File: config.mk
export PLATFORM = sky130hd
export DESIGN_NAME = stbuf_cache
export DESIGN_NICKNAME = d
export VERILOG_FILES = /design/src/rtl/stbuf_pkg.sv /design/src/rtl/stbuf_tags.sv /design/src/rtl/stbuf_data.sv /design/src/rtl/stbuf_hold.sv /design/src/rtl/stbuf_cache.sv
export SDC_FILE = /design/constraint.sdc
export NUM_CORES = 1
export LEC_CHECK = 0
export ABC_CLOCK_PERIOD_IN_PS = 11400
export BUFFER_PORTS_ARGS = -buffer_cell sky130_fd_sc_hd__buf_2
export CORE_MARGIN = 4
export CORE_UTILIZATION = 40
export DETAILED_ROUTE_END_ITERATION = 6
export HOLD_SLACK_MARGIN = 0.06
export SYNTH_ARGS = -nofsm -noshare
export SYNTH_HDL_FRONTEND = slang
export SYNTH_HIERARCHICAL = 1
export SYNTH_SLANG_ARGS = --single-unit
File: constraint.sdc
create_clock -name clk -period 11.4 [get_ports clk]
set_input_delay 1.14 -clock clk [delete_from_list [all_inputs] [get_ports clk]]
set_output_delay 1.14 -clock clk [all_outputs]
set_load 0.01 [all_outputs]
File: src/rtl/stbuf_pkg.sv
// Shared sizes for the delayed-write store stage.
// Assumes word addressing: the address carries no byte offset.
package stbuf_pkg;
    localparam int ADDR_W  = 12;
    localparam int INDEX_W = 4;
    localparam int DATA_W  = 32;
    localparam int BE_W    = DATA_W / 8;
    localparam int TAG_W   = ADDR_W - INDEX_W;
endpackage

File: src/rtl/stbuf_tags.sv
// Tag store with one valid bit per line.
// Reads are combinational. Writes happen only through the install port.
// Reset clears every valid bit; the tag bits themselves are not reset.
module stbuf_tags #(
    parameter int INDEX_W = 4,
    parameter int TAG_W   = 8
) (
    input  logic               clk,
    input  logic               rst_n,
    input  logic [INDEX_W-1:0] rd_idx,
    output logic [TAG_W-1:0]   rd_tag,
    output logic               rd_vld,
    input  logic               wr_en,
    input  logic [INDEX_W-1:0] wr_idx,
    input  logic [TAG_W-1:0]   wr_tag
);
    localparam int LINES = 1 << INDEX_W;

    logic [TAG_W-1:0] tag_q [LINES];
    logic [LINES-1:0] vld_q;

    // Valid bits: cleared by reset, set when a line is installed.
    always_ff @(posedge clk) begin
        if (!rst_n)     vld_q <= '0;
        else if (wr_en) vld_q[wr_idx] <= 1'b1;
    end

    // Tag storage: written on install.
    always_ff @(posedge clk) begin
        if (wr_en) tag_q[wr_idx] <= wr_tag;
    end

    // Combinational lookup.
    always_comb begin
        rd_tag = tag_q[rd_idx];
        rd_vld = vld_q[rd_idx];
    end
endmodule

File: src/rtl/stbuf_data.sv
// Data store with per-byte write enables.
// A full-word install and a held-store commit share the one write port.
// Assumes the two never occur in the same cycle; the top checks this.
module stbuf_data #(
    parameter int INDEX_W = 4,
    parameter int DATA_W  = 32
) (
    input  logic                  clk,
    input  logic [INDEX_W-1:0]    rd_idx,
    output logic [DATA_W-1:0]     rd_data,
    input  logic                  fill_en,
    input  logic [INDEX_W-1:0]    fill_idx,
    input  logic [DATA_W-1:0]     fill_data,
    input  logic                  cmt_en,
    input  logic [INDEX_W-1:0]    cmt_idx,
    input  logic [DATA_W-1:0]     cmt_data,
    input  logic [DATA_W/8-1:0]   cmt_be
);
    localparam int LINES = 1 << INDEX_W;
    localparam int BE_W  = DATA_W / 8;

    logic [DATA_W-1:0]  mem_q [LINES];
    logic               wr_en;
    logic [INDEX_W-1:0] wr_idx;
    logic [DATA_W-1:0]  wr_data;
    logic [BE_W-1:0]    wr_be;

    // Write-port select: an install takes priority over a commit.
    always_comb begin
        wr_en   = fill_en | cmt_en;
        wr_idx  = fill_en ? fill_idx  : cmt_idx;
        wr_data = fill_en ? fill_data : cmt_data;
        wr_be   = fill_en ? '1        : cmt_be;
    end

    // One write lane per byte.
    for (genvar b = 0; b < BE_W; b++) begin : g_lane
        always_ff @(posedge clk) begin
            if (wr_en && wr_be[b]) mem_q[wr_idx][8*b +: 8] <= wr_data[8*b +: 8];
        end
    end

    // Combinational read.
    assign rd_data = mem_q[rd_idx];
endmodule

File: src/rtl/stbuf_hold.sv
// Single-entry holding register for a store that hit.
// It asks for a commit whenever it is valid and is either replaced or drained.
// A store hit has priority over a drain request.
module stbuf_hold #(
    parameter int ADDR_W = 12,
    parameter int DATA_W = 32
) (
    input  logic                clk,
    input  logic                rst_n,
    input  logic                st_hit,
    input  logic [ADDR_W-1:0]   st_addr,
    input  logic [DATA_W-1:0]   st_data,
    input  logic [DATA_W/8-1:0] st_be,
    input  logic                drain,
    output logic                h_vld,
    output logic [ADDR_W-1:0]   h_addr,
    output logic [DATA_W-1:0]   h_data,
    output logic [DATA_W/8-1:0] h_be,
    output logic                cmt_en
);
    // Valid bit: set by a store hit, cleared by a drain with no store hit.
    always_ff @(posedge clk) begin
        if (!rst_n)      h_vld <= 1'b0;
        else if (st_hit) h_vld <= 1'b1;
        else if (drain)  h_vld <= 1'b0;
    end

    // Payload: captured on each store hit.
    always_ff @(posedge clk) begin
        if (!rst_n) begin
            h_addr <= '0;
            h_data <= '0;
            h_be   <= '0;
        end else if (st_hit) begin
            h_addr <= st_addr;
            h_data <= st_data;
            h_be   <= st_be;
        end
    end

    // Commit request: the held entry leaves for the array.
    assign cmt_en = h_vld && (st_hit || drain);

    p_park_on_hit_r4: assert property (@(posedge clk) disable iff (!rst_n)
        st_hit |=> (h_vld && h_addr == $past(st_addr) && h_be == $past(st_be)));

    p_miss_keeps_r7: assert property (@(posedge clk) disable iff (!rst_n)
        (!st_hit && !drain) |=> ($stable(h_vld) && $stable(h_addr) && $stable(h_data)));

    p_drain_empties_r8: assert property (@(posedge clk) disable iff (!rst_n)
        (drain && !st_hit) |=> !h_vld);
endmodule

File: src/rtl/stbuf_cache.sv
// Memory-stage front end of a direct-mapped data cache with delayed store writes.
// The tag and data arrays are read in parallel, indexed by the request address.
// A store that hits is held, and it is written into the array during the next
// store hit or on a drain request. A load to the held address gets the held
// bytes merged over the array word.
// Assumes an install happens only while no request is active and no store is held.
module stbuf_cache
    import stbuf_pkg::*;
(
    input  logic              clk,
    input  logic              rst_n,
    input  logic              req_valid_i,
    input  logic              req_we_i,
    input  logic [ADDR_W-1:0] req_addr_i,
    input  logic [DATA_W-1:0] req_wdata_i,
    input  logic [BE_W-1:0]   req_be_i,
    input  logic              flush_i,
    output logic              rsp_hit_o,
    output logic [DATA_W-1:0] rsp_rdata_o,
    input  logic              fill_en_i,
    input  logic [ADDR_W-1:0] fill_addr_i,
    input  logic [DATA_W-1:0] fill_data_i
);
    logic [INDEX_W-1:0] req_idx;
    logic [TAG_W-1:0]   req_tag;
    logic [TAG_W-1:0]   arr_tag;
    logic               arr_vld;
    logic [DATA_W-1:0]  arr_word;
    logic               tag_hit;
    logic               st_hit;
    logic               h_vld;
    logic [ADDR_W-1:0]  h_addr;
    logic [DATA_W-1:0]  h_data;
    logic [BE_W-1:0]    h_be;
    logic               cmt_en;
    logic               fwd;

    // Split the request address into index and tag.
    always_comb begin
        req_idx = req_addr_i[INDEX_W-1:0];
        req_tag = req_addr_i[ADDR_W-1:INDEX_W];
    end

    stbuf_tags #(.INDEX_W(INDEX_W), .TAG_W(TAG_W)) u_tags (
        .clk    (clk),
        .rst_n  (rst_n),
        .rd_idx (req_idx),
        .rd_tag (arr_tag),
        .rd_vld (arr_vld),
        .wr_en  (fill_en_i),
        .wr_idx (fill_addr_i[INDEX_W-1:0]),
        .wr_tag (fill_addr_i[ADDR_W-1:INDEX_W])
    );

    stbuf_data #(.INDEX_W(INDEX_W), .DATA_W(DATA_W)) u_data (
        .clk       (clk),
        .rd_idx    (req_idx),
        .rd_data   (arr_word),
        .fill_en   (fill_en_i),
        .fill_idx  (fill_addr_i[INDEX_W-1:0]),
        .fill_data (fill_data_i),
        .cmt_en    (cmt_en),
        .cmt_idx   (h_addr[INDEX_W-1:0]),
        .cmt_data  (h_data),
        .cmt_be    (h_be)
    );

    stbuf_hold #(.ADDR_W(ADDR_W), .DATA_W(DATA_W)) u_hold (
        .clk     (clk),
        .rst_n   (rst_n),
        .st_hit  (st_hit),
        .st_addr (req_addr_i),
        .st_data (req_wdata_i),
        .st_be   (req_be_i),
        .drain   (flush_i),
        .h_vld   (h_vld),
        .h_addr  (h_addr),
        .h_data  (h_data),
        .h_be    (h_be),
        .cmt_en  (cmt_en)
    );

    // Tag check and forwarding decision for the current request.
    always_comb begin
        tag_hit = req_valid_i && arr_vld && (arr_tag == req_tag);
        st_hit  = tag_hit && req_we_i;
        fwd     = h_vld && (h_addr == req_addr_i);
    end

    // Byte merge: forwarded bytes replace array bytes.
    for (genvar b = 0; b < BE_W; b++) begin : g_merge
        assign rsp_rdata_o[8*b +: 8] = (fwd && h_be[b]) ? h_data[8*b +: 8]
                                                        : arr_word[8*b +: 8];
    end

    assign rsp_hit_o = tag_hit;

    p_replace_commits_r6: assert property (@(posedge clk) disable iff (!rst_n)
        (st_hit && h_vld) |-> cmt_en);

    p_fill_quiet_r2: assert property (@(posedge clk) disable iff (!rst_n)
        fill_en_i |-> (!req_valid_i && !h_vld));

    p_reset_misses_r1: assert property (@(posedge clk)
        !rst_n |=> !rsp_hit_o);
endmodule

==> results.sh, run 1 <==
export IMPL_holdPathEnd="u_tags/vld_q[1]$_SDFFE_PN0P_"
export IMPL_period_needed_ns=6.598
export IMPL_die_h_um=273.4
export IMPL_synth_edf_count=640
export IMPL_rr_endpoint="u_data/mem_q[5][15]$_DFFE_PP_"
export IMPL_drt_iter0_markers=1431
export IMPL_antenna_found_initial=4
export IMPL_route_detailed_drc=0
export IMPL_max_slew_margin_pct=6.123
export IMPL_critPathKind="input pin to flip-flop"
export IMPL_diodes=0
export IMPL_root_buffer="clkbuf_16"
export IMPL_syn_area_mm2=0.02817
export IMPL_hold_depth=1
export IMPL_tns_ns=0
export IMPL_rsz0062_at_grt="no"
export IMPL_ant_nets=0
export IMPL_hp_class="flip-flop to flip-flop"
export IMPL_grt_first_pass_wirelength_um=98430
export IMPL_num_vias=14301
export IMPL_p_leak_uw=0.01014
export IMPL_cp_num_buf_inv=4
export IMPL_slew_violations=0
export IMPL_cp_cell_sequence="buf_8 -> buf_4 -> mux4_1 -> a22oi_1 -> nand2_1 -> xnor2_1 -> nand4_1 -> nor3_1 -> and2_4 -> buf_4 -> o21a_1 -> a21oi_1 -> buf_4 -> nor3_1"
export IMPL_ir_drop_mv=0.1336
export IMPL_fill_cells=5857
export IMPL_ctsResizeCount=0
export IMPL_syn_inst=1415
export IMPL_cp_max_fo=65
export IMPL_start_util_pct=40.29
export IMPL_max_freq_mhz=151.6
export IMPL_via_per_inst=5.589
export IMPL_r2r_start="u_tags/tag_q[9][4]$_DFFE_PP_"
export IMPL_synth_area_per_cell_um2=19.91
export IMPL_setup_violations=0
export IMPL_gp_congestion=0.7919
export IMPL_cp_required_ns=11.62
export IMPL_overflow=0
export IMPL_path_depth=14
export IMPL_totalWireLength_um=66450
export IMPL_cp_end_kind="flip-flop"
export IMPL_ctsHtreeMaxLevel=3
export IMPL_start_kind="input pin"
export IMPL_powerDensity_mw_per_mm2=175.9
export IMPL_maxCapViolCount=0
export IMPL_core_area_mm2=0.06991
export IMPL_grt_max_degree=104
export IMPL_clk_path_buf_depth=3
export IMPL_syn_num_nets=1513
export IMPL_grtUsageTotal_pct=17.72
export IMPL_slowest_stage="nor3_1"
export IMPL_finalCritPeriodShare_pct=57.87
export IMPL_drive_gt1_share_pct=30.82
export IMPL_rows=97
export IMPL_status="finished clean"
export IMPL_worstPathArrival_ns=6.82
export IMPL_nets=1656
export IMPL_critPathTopFamily="buffers and inverters"
export IMPL_clkSlewWorstSetupHoldPaths_ns=0.06
export IMPL_hold_start="u_tags/vld_q[1]$_SDFFE_PN0P_"
export IMPL_worst_slew_pin_slew_ns=1.408
export IMPL_clock_latency_ns=0.61
export IMPL_die_x_um=273.4
export IMPL_wire_per_inst_um=25.97
export IMPL_drtPass1Iterations=5
export IMPL_first_global_vias=14691
export IMPL_worst_hold_slack_ns=0.4631
export IMPL_fin_skew_ns=0.01892
export IMPL_reg2reg_depth=12
export IMPL_io_pins=131
export IMPL_yosysWarnings=6
export IMPL_ff2ff_setup_slack_ns=6.55
export IMPL_yosys_cell_types_count=40
export IMPL_cts_hold_buf=0
export IMPL_place_hpwl_um=40950
export IMPL_cp_common_cell="buf_4"
export IMPL_cts_made_buffers=73
export IMPL_hold_violations=0
export IMPL_area_delta_synth_final_pct=14.66
export IMPL_dieArea_mm2=0.07473
export IMPL_synthArstFlopShare_pct=0
export IMPL_yosysSeqAreaShare_pct=72.85
export IMPL_cts_tree="done"
export IMPL_numPortBuffers=130
export IMPL_ys_flop_type="edfxtp_1"
export IMPL_cts_num_sinks=705
export IMPL_yosys_register_bits=705
export IMPL_cts_setup_buffers=0
export IMPL_max_stage_delay_ns=0.99
[stage by stage]
stage	area (µm²)	util, %	power (µW)	worst slack (ns)	std cells
2_1_floorplan	28170	-	3106	6.570	1415
3_3_place_gp	29740	42.55	3233	4.248	2423
3_5_place_dp	29740	42.55	3236	4.053	2423
4_1_cts	32300	46.20	5740	4.703	2559
5_1_grt	32300	46.20	5880	4.302	2559
6_report	32300	46.20	5681	4.802	2559
[sequential cells by signal, indices dropped and copies added, names as in the netlist]
signal	cells
u_data/mem_q	512
u_tags/tag_q	128
u_hold/h_data	32
u_tags/vld_q	16
u_hold/h_addr	12
u_hold/h_be	4
u_hold/h_vld	1
[cells in the final DEF (no fill, tap or decap), types with 4 or more instances in the layout]
| cell type | count |
|---|---|
| mux2_2 | 64 |
| xor2_1 | 12 |
| dfxtp_1 | 65 |
| bufinv_16 | 11 |
| a22oi_1 | 83 |
| o21a_1 | 18 |
| mux2i_1 | 48 |
| nor2b_1 | 51 |
| mux4_2 | 150 |
| edfxtp_1 | 640 |
| nand2_1 | 48 |
| clkinv_1 | 7 |
| clkbuf_8 | 6 |
| clkbuf_16 | 76 |
| mux4_1 | 14 |
| xnor2_1 | 8 |
| nor3_1 | 66 |
| clkbuf_1 | 16 |
| buf_4 | 22 |
| clkinv_2 | 14 |
| inv_1 | 4 |
| nor2_1 | 21 |
| nor3_2 | 5 |
| nand4_4 | 4 |
| buf_2 | 128 |
[cell usage after synthesis (2+ instances only)]
master    number  area share, %
edfxtp_1     640             68
mux4_2       150             12
a22oi_1       83            2.2
nor3_1        70            1.2
dfxtp_1       65            4.6
mux2_2        64            2.6
nor2b_1       53            1.2
mux2i_1       48            1.7
nand2_1       48           0.64
clkbuf_1      30           0.40
buf_2         22           0.39
nor2_1        22           0.29
o21a_1        18           0.48
mux4_1        14            1.3
xor2_1        12           0.37
buf_4         10           0.27
buf_1          9           0.12
xnor2_1        8           0.25
a21oi_1        5          0.089
buf_6          5           0.20
buf_8          5           0.27
inv_1          4          0.053
nand4_4        4           0.30
a32oi_1        3          0.093
and2_1         3          0.067
nand3_1        3          0.053
nand2b_1       2          0.044
nand3b_1       2          0.053
nor4_4         2           0.15
[cells by family after synthesis]
group           share of synthesized area [%]
mux                                     17.56
xor+xnor                               0.6219
simple gates                            4.171
buf+inv                                 1.830
compound gates                          2.963
flops                                   72.85
[power breakdown]
part,internal (µW),switching [µW],total (µW),leakage [µW]
clock,1520,981,2500,0.00126
sequential,2850,8.49,2860,0.00609
combinational,123,196,319,0.00278
total,4500,1190,5680,0.0101
[how the worst max path moves through the flow]
stage	start	endpoint	slack (ns)
after global placement	req_addr_i[0]	u_data/mem_q[1][18]$_DFFE_PP_	4.25
final	req_addr_i[0]	u_data/mem_q[5][15]$_DFFE_PP_	4.80
after detailed placement	req_addr_i[0]	u_data/mem_q[7][18]$_DFFE_PP_	4.05
after CTS	req_addr_i[0]	u_data/mem_q[7][22]$_DFFE_PP_	4.70
after global routing	req_addr_i[0]	u_data/mem_q[1][16]$_DFFE_PP_	4.30
after floorplan	req_addr_i[0]	u_data/mem_q[11][16]$_DFFE_PP_	6.57
[final cells by class]
class / count / area [µm²] / share of cell area (%)
Clock inverter: 38 / 509.2 / 1.577
Timing Repair Buffer: 152 / 832.0 / 2.576
Inverter: 4 / 15.01 / 0.04649
Multi-Input combinational cell: 622 / 7201 / 22.29
Sequential cell: 705 / 20520 / 63.53
Tap cell: 940 / 1176 / 3.642
Clock buffer: 98 / 2044 / 6.330
[metal layers]
layer  global-route usage (%)  vias up  share of wire [%]  wire (µm)
li1                         -     6127                  -          -
met1                    25.74     7506                 44      28930
met2                    27.69      568                 47      31390
met3                    3.795       94                7.3       4842
met4                    4.098        6                1.9       1259
met5                        0        -              0.050         33
No activity file was read; power rests on OpenSTA's default activity.
==> run 2, diff against run 1 <==
--- a/config.mk
+++ b/config.mk
@@ -5,7 +5,7 @@
 export SDC_FILE = /design/constraint.sdc
 export NUM_CORES = 1
 export LEC_CHECK = 0
-export ABC_CLOCK_PERIOD_IN_PS = 11400
+export ABC_CLOCK_PERIOD_IN_PS = 6400
 export BUFFER_PORTS_ARGS = -buffer_cell sky130_fd_sc_hd__buf_2
 export CORE_MARGIN = 4
 export CORE_UTILIZATION = 40
==> constraint.sdc (replaced) <==
create_clock -name clk -period 6.4 [get_ports clk]
set_input_delay 0.64 -clock clk [delete_from_list [all_inputs] [get_ports clk]]
set_output_delay 0.64 -clock clk [all_outputs]
set_load 0.01 [all_outputs]
==> results.sh, run 2 (same netlist as run 1, synthesis figures left out) <==
export IMPL_status="finished clean"
export IMPL_fin_util_pct=46.32
export IMPL_place_hpwl_um=39220
export IMPL_cp_max_fo=69
export IMPL_final_cells=2601
export IMPL_cts_hold_buf=0
export IMPL_clk_path_buf_depth=3
export IMPL_finalCritPeriodShare_pct=71.70
export IMPL_gp_congestion=0.7792
export IMPL_top_regs="u_data/mem_q (512), u_tags/tag_q (128), u_hold/h_data (32)"
export IMPL_top_usage_layer="met2"
export IMPL_largest_reg_flops=512
export IMPL_ctsHtreeMaxLevel=3
export IMPL_dieArea_mm2=0.07473
export IMPL_grtUsageMet3_pct=4.233
export IMPL_drtPass1Iterations=5
export IMPL_worstPathArrival_ns=3.95
export IMPL_cts_num_sinks=705
export IMPL_grt_first_pass_wirelength_um=95390
export IMPL_area_delta_synth_final_pct=14.97
export IMPL_maxCapViolCount=0
export IMPL_max_slew_margin_pct=12.35
export IMPL_nets=1694
export IMPL_worst_slew_pin_slew_ns=1.305
export IMPL_cts_tree="done"
export IMPL_cts_setup_buffers=0
export IMPL_start_util_pct=40.29
export IMPL_wire_per_inst_um=24.71
export IMPL_critPathKind="input pin to output pin"
export IMPL_route_detailed_drc=0
export IMPL_clkSlewWorstSetupHoldPaths_ns=0.06
export IMPL_start_kind="input pin"
export IMPL_powerDensity_mw_per_mm2=303.3
export IMPL_antenna_found_initial=4
export IMPL_cp_end_kind="output pin"
export IMPL_ff2ff_setup_slack_ns=2.43
export IMPL_top_register="u_data/mem_q"
export IMPL_grtUsageTotal_pct=17.14
export IMPL_rsz0062_at_grt="no"
export IMPL_die_h_um=273.4
export IMPL_fin_skew_ns=0.03003
export IMPL_core_area_mm2=0.06991
export IMPL_tns_ns=0
export IMPL_ctsResizeCount=0
export IMPL_final_common_cell="edfxtp_1"
export IMPL_io_pins=131
export IMPL_period_needed_ns=4.589
export IMPL_clock_latency_ns=0.62
export IMPL_totalWireLength_um=64270
export IMPL_drt_iter0_markers=1341
export IMPL_gr_usage_met1_pct=24.13
export IMPL_p_leak_uw=0.01023
export IMPL_root_buffer="clkbuf_16"
export IMPL_layout_common_cells="640 x edfxtp_1, 150 x mux4_2, 128 x buf_2"
export IMPL_slew_violations=0
export IMPL_ant_nets=0
export IMPL_cts_made_buffers=75
export IMPL_hp_class="input pin to flip-flop"
export IMPL_numPortBuffers=130
export IMPL_dp_cells=2459
export IMPL_total_power_uw=9822
export IMPL_max_freq_mhz=217.9
export IMPL_met2_usage_pct=27.23
export IMPL_drive_gt1_share_pct=31.97
export IMPL_hold_violations=0
export IMPL_via_per_inst=5.465
export IMPL_overflow=0
export IMPL_die_x_um=273.4
export IMPL_first_global_vias=14604
export IMPL_grt_max_degree=70
export IMPL_cp_required_ns=5.76
export IMPL_ir_drop_mv=0.1952
export IMPL_setup_violations=0
export IMPL_num_vias=14215
export IMPL_rows=97
run 2: cell types whose count changed in the layout (fill, tap and decap cells not counted), sizes merged:
cell      previous run  this run
buf                152       188
bufinv              11         3
clkinvlp             0         4
inv                  7        11
diode                0         3
clkinv              24        26
clkbuf              98        99
run 2: routing by layer:
layer  share of wire (%)  wire length [µm]  up-vias
li1                    -                 -     6205
met1                  43             27640     7433
met2                  48             30570      485
met3                 7.5              4825       88
met4                 1.9              1205        4
met5               0.048                31        -
run 2: final timing paths:
check / from / end / depth (start not counted)
setup / recovery: req_addr_i[0] / rsp_rdata_o[10] / 7
hold / removal: req_wdata_i[7] / u_hold/h_data[7]$_SDFFE_PN0P_ / 3
setup reg to reg: u_tags/tag_q[11][6]$_DFFE_PP_ / u_data/mem_q[1][31]$_DFFE_PP_ / 10
hold reg to reg: u_tags/vld_q[2]$_SDFFE_PN0P_ / u_tags/vld_q[2]$_SDFFE_PN0P_ / 1
run 2: final cells by class:
class                           count  area, µm²
Tap cell                          940       1176
Antenna cell                        3      7.507
Multi-Input combinational cell    622       7192
Timing Repair Buffer              188       1102
Clock inverter                     40      320.3
Inverter                            4      15.01
Sequential cell                   705      20520
Fill cell                        5926      37520
Clock buffer                       99       2049
run 2: through the flow:
stage / hold WS [ns] / setup WS, ns / cell area (µm²)
after floorplan: 0.4324 / 2.070 / 28170
after global placement: 0.4400 / 1.484 / 30010
after detailed placement: 0.4514 / 1.403 / 30010
after CTS: 0.2422 / 1.671 / 32370
after global routing: 0.2712 / 1.436 / 32370
final: 0.2892 / 1.811 / 32380
run 2: power breakdown:
part	internal, µW	switching, µW
logic	223	338
clock network	2400	1770
registers	5080	12.8
run 2: critical path, cell delays in order:
cell and delay (ns):
buf_8 0.55, buf_4 0.88, xor2_1 0.17, nor3_2 0.61
nand4_4 0.43, mux2_2 0.42, buf_2 0.15
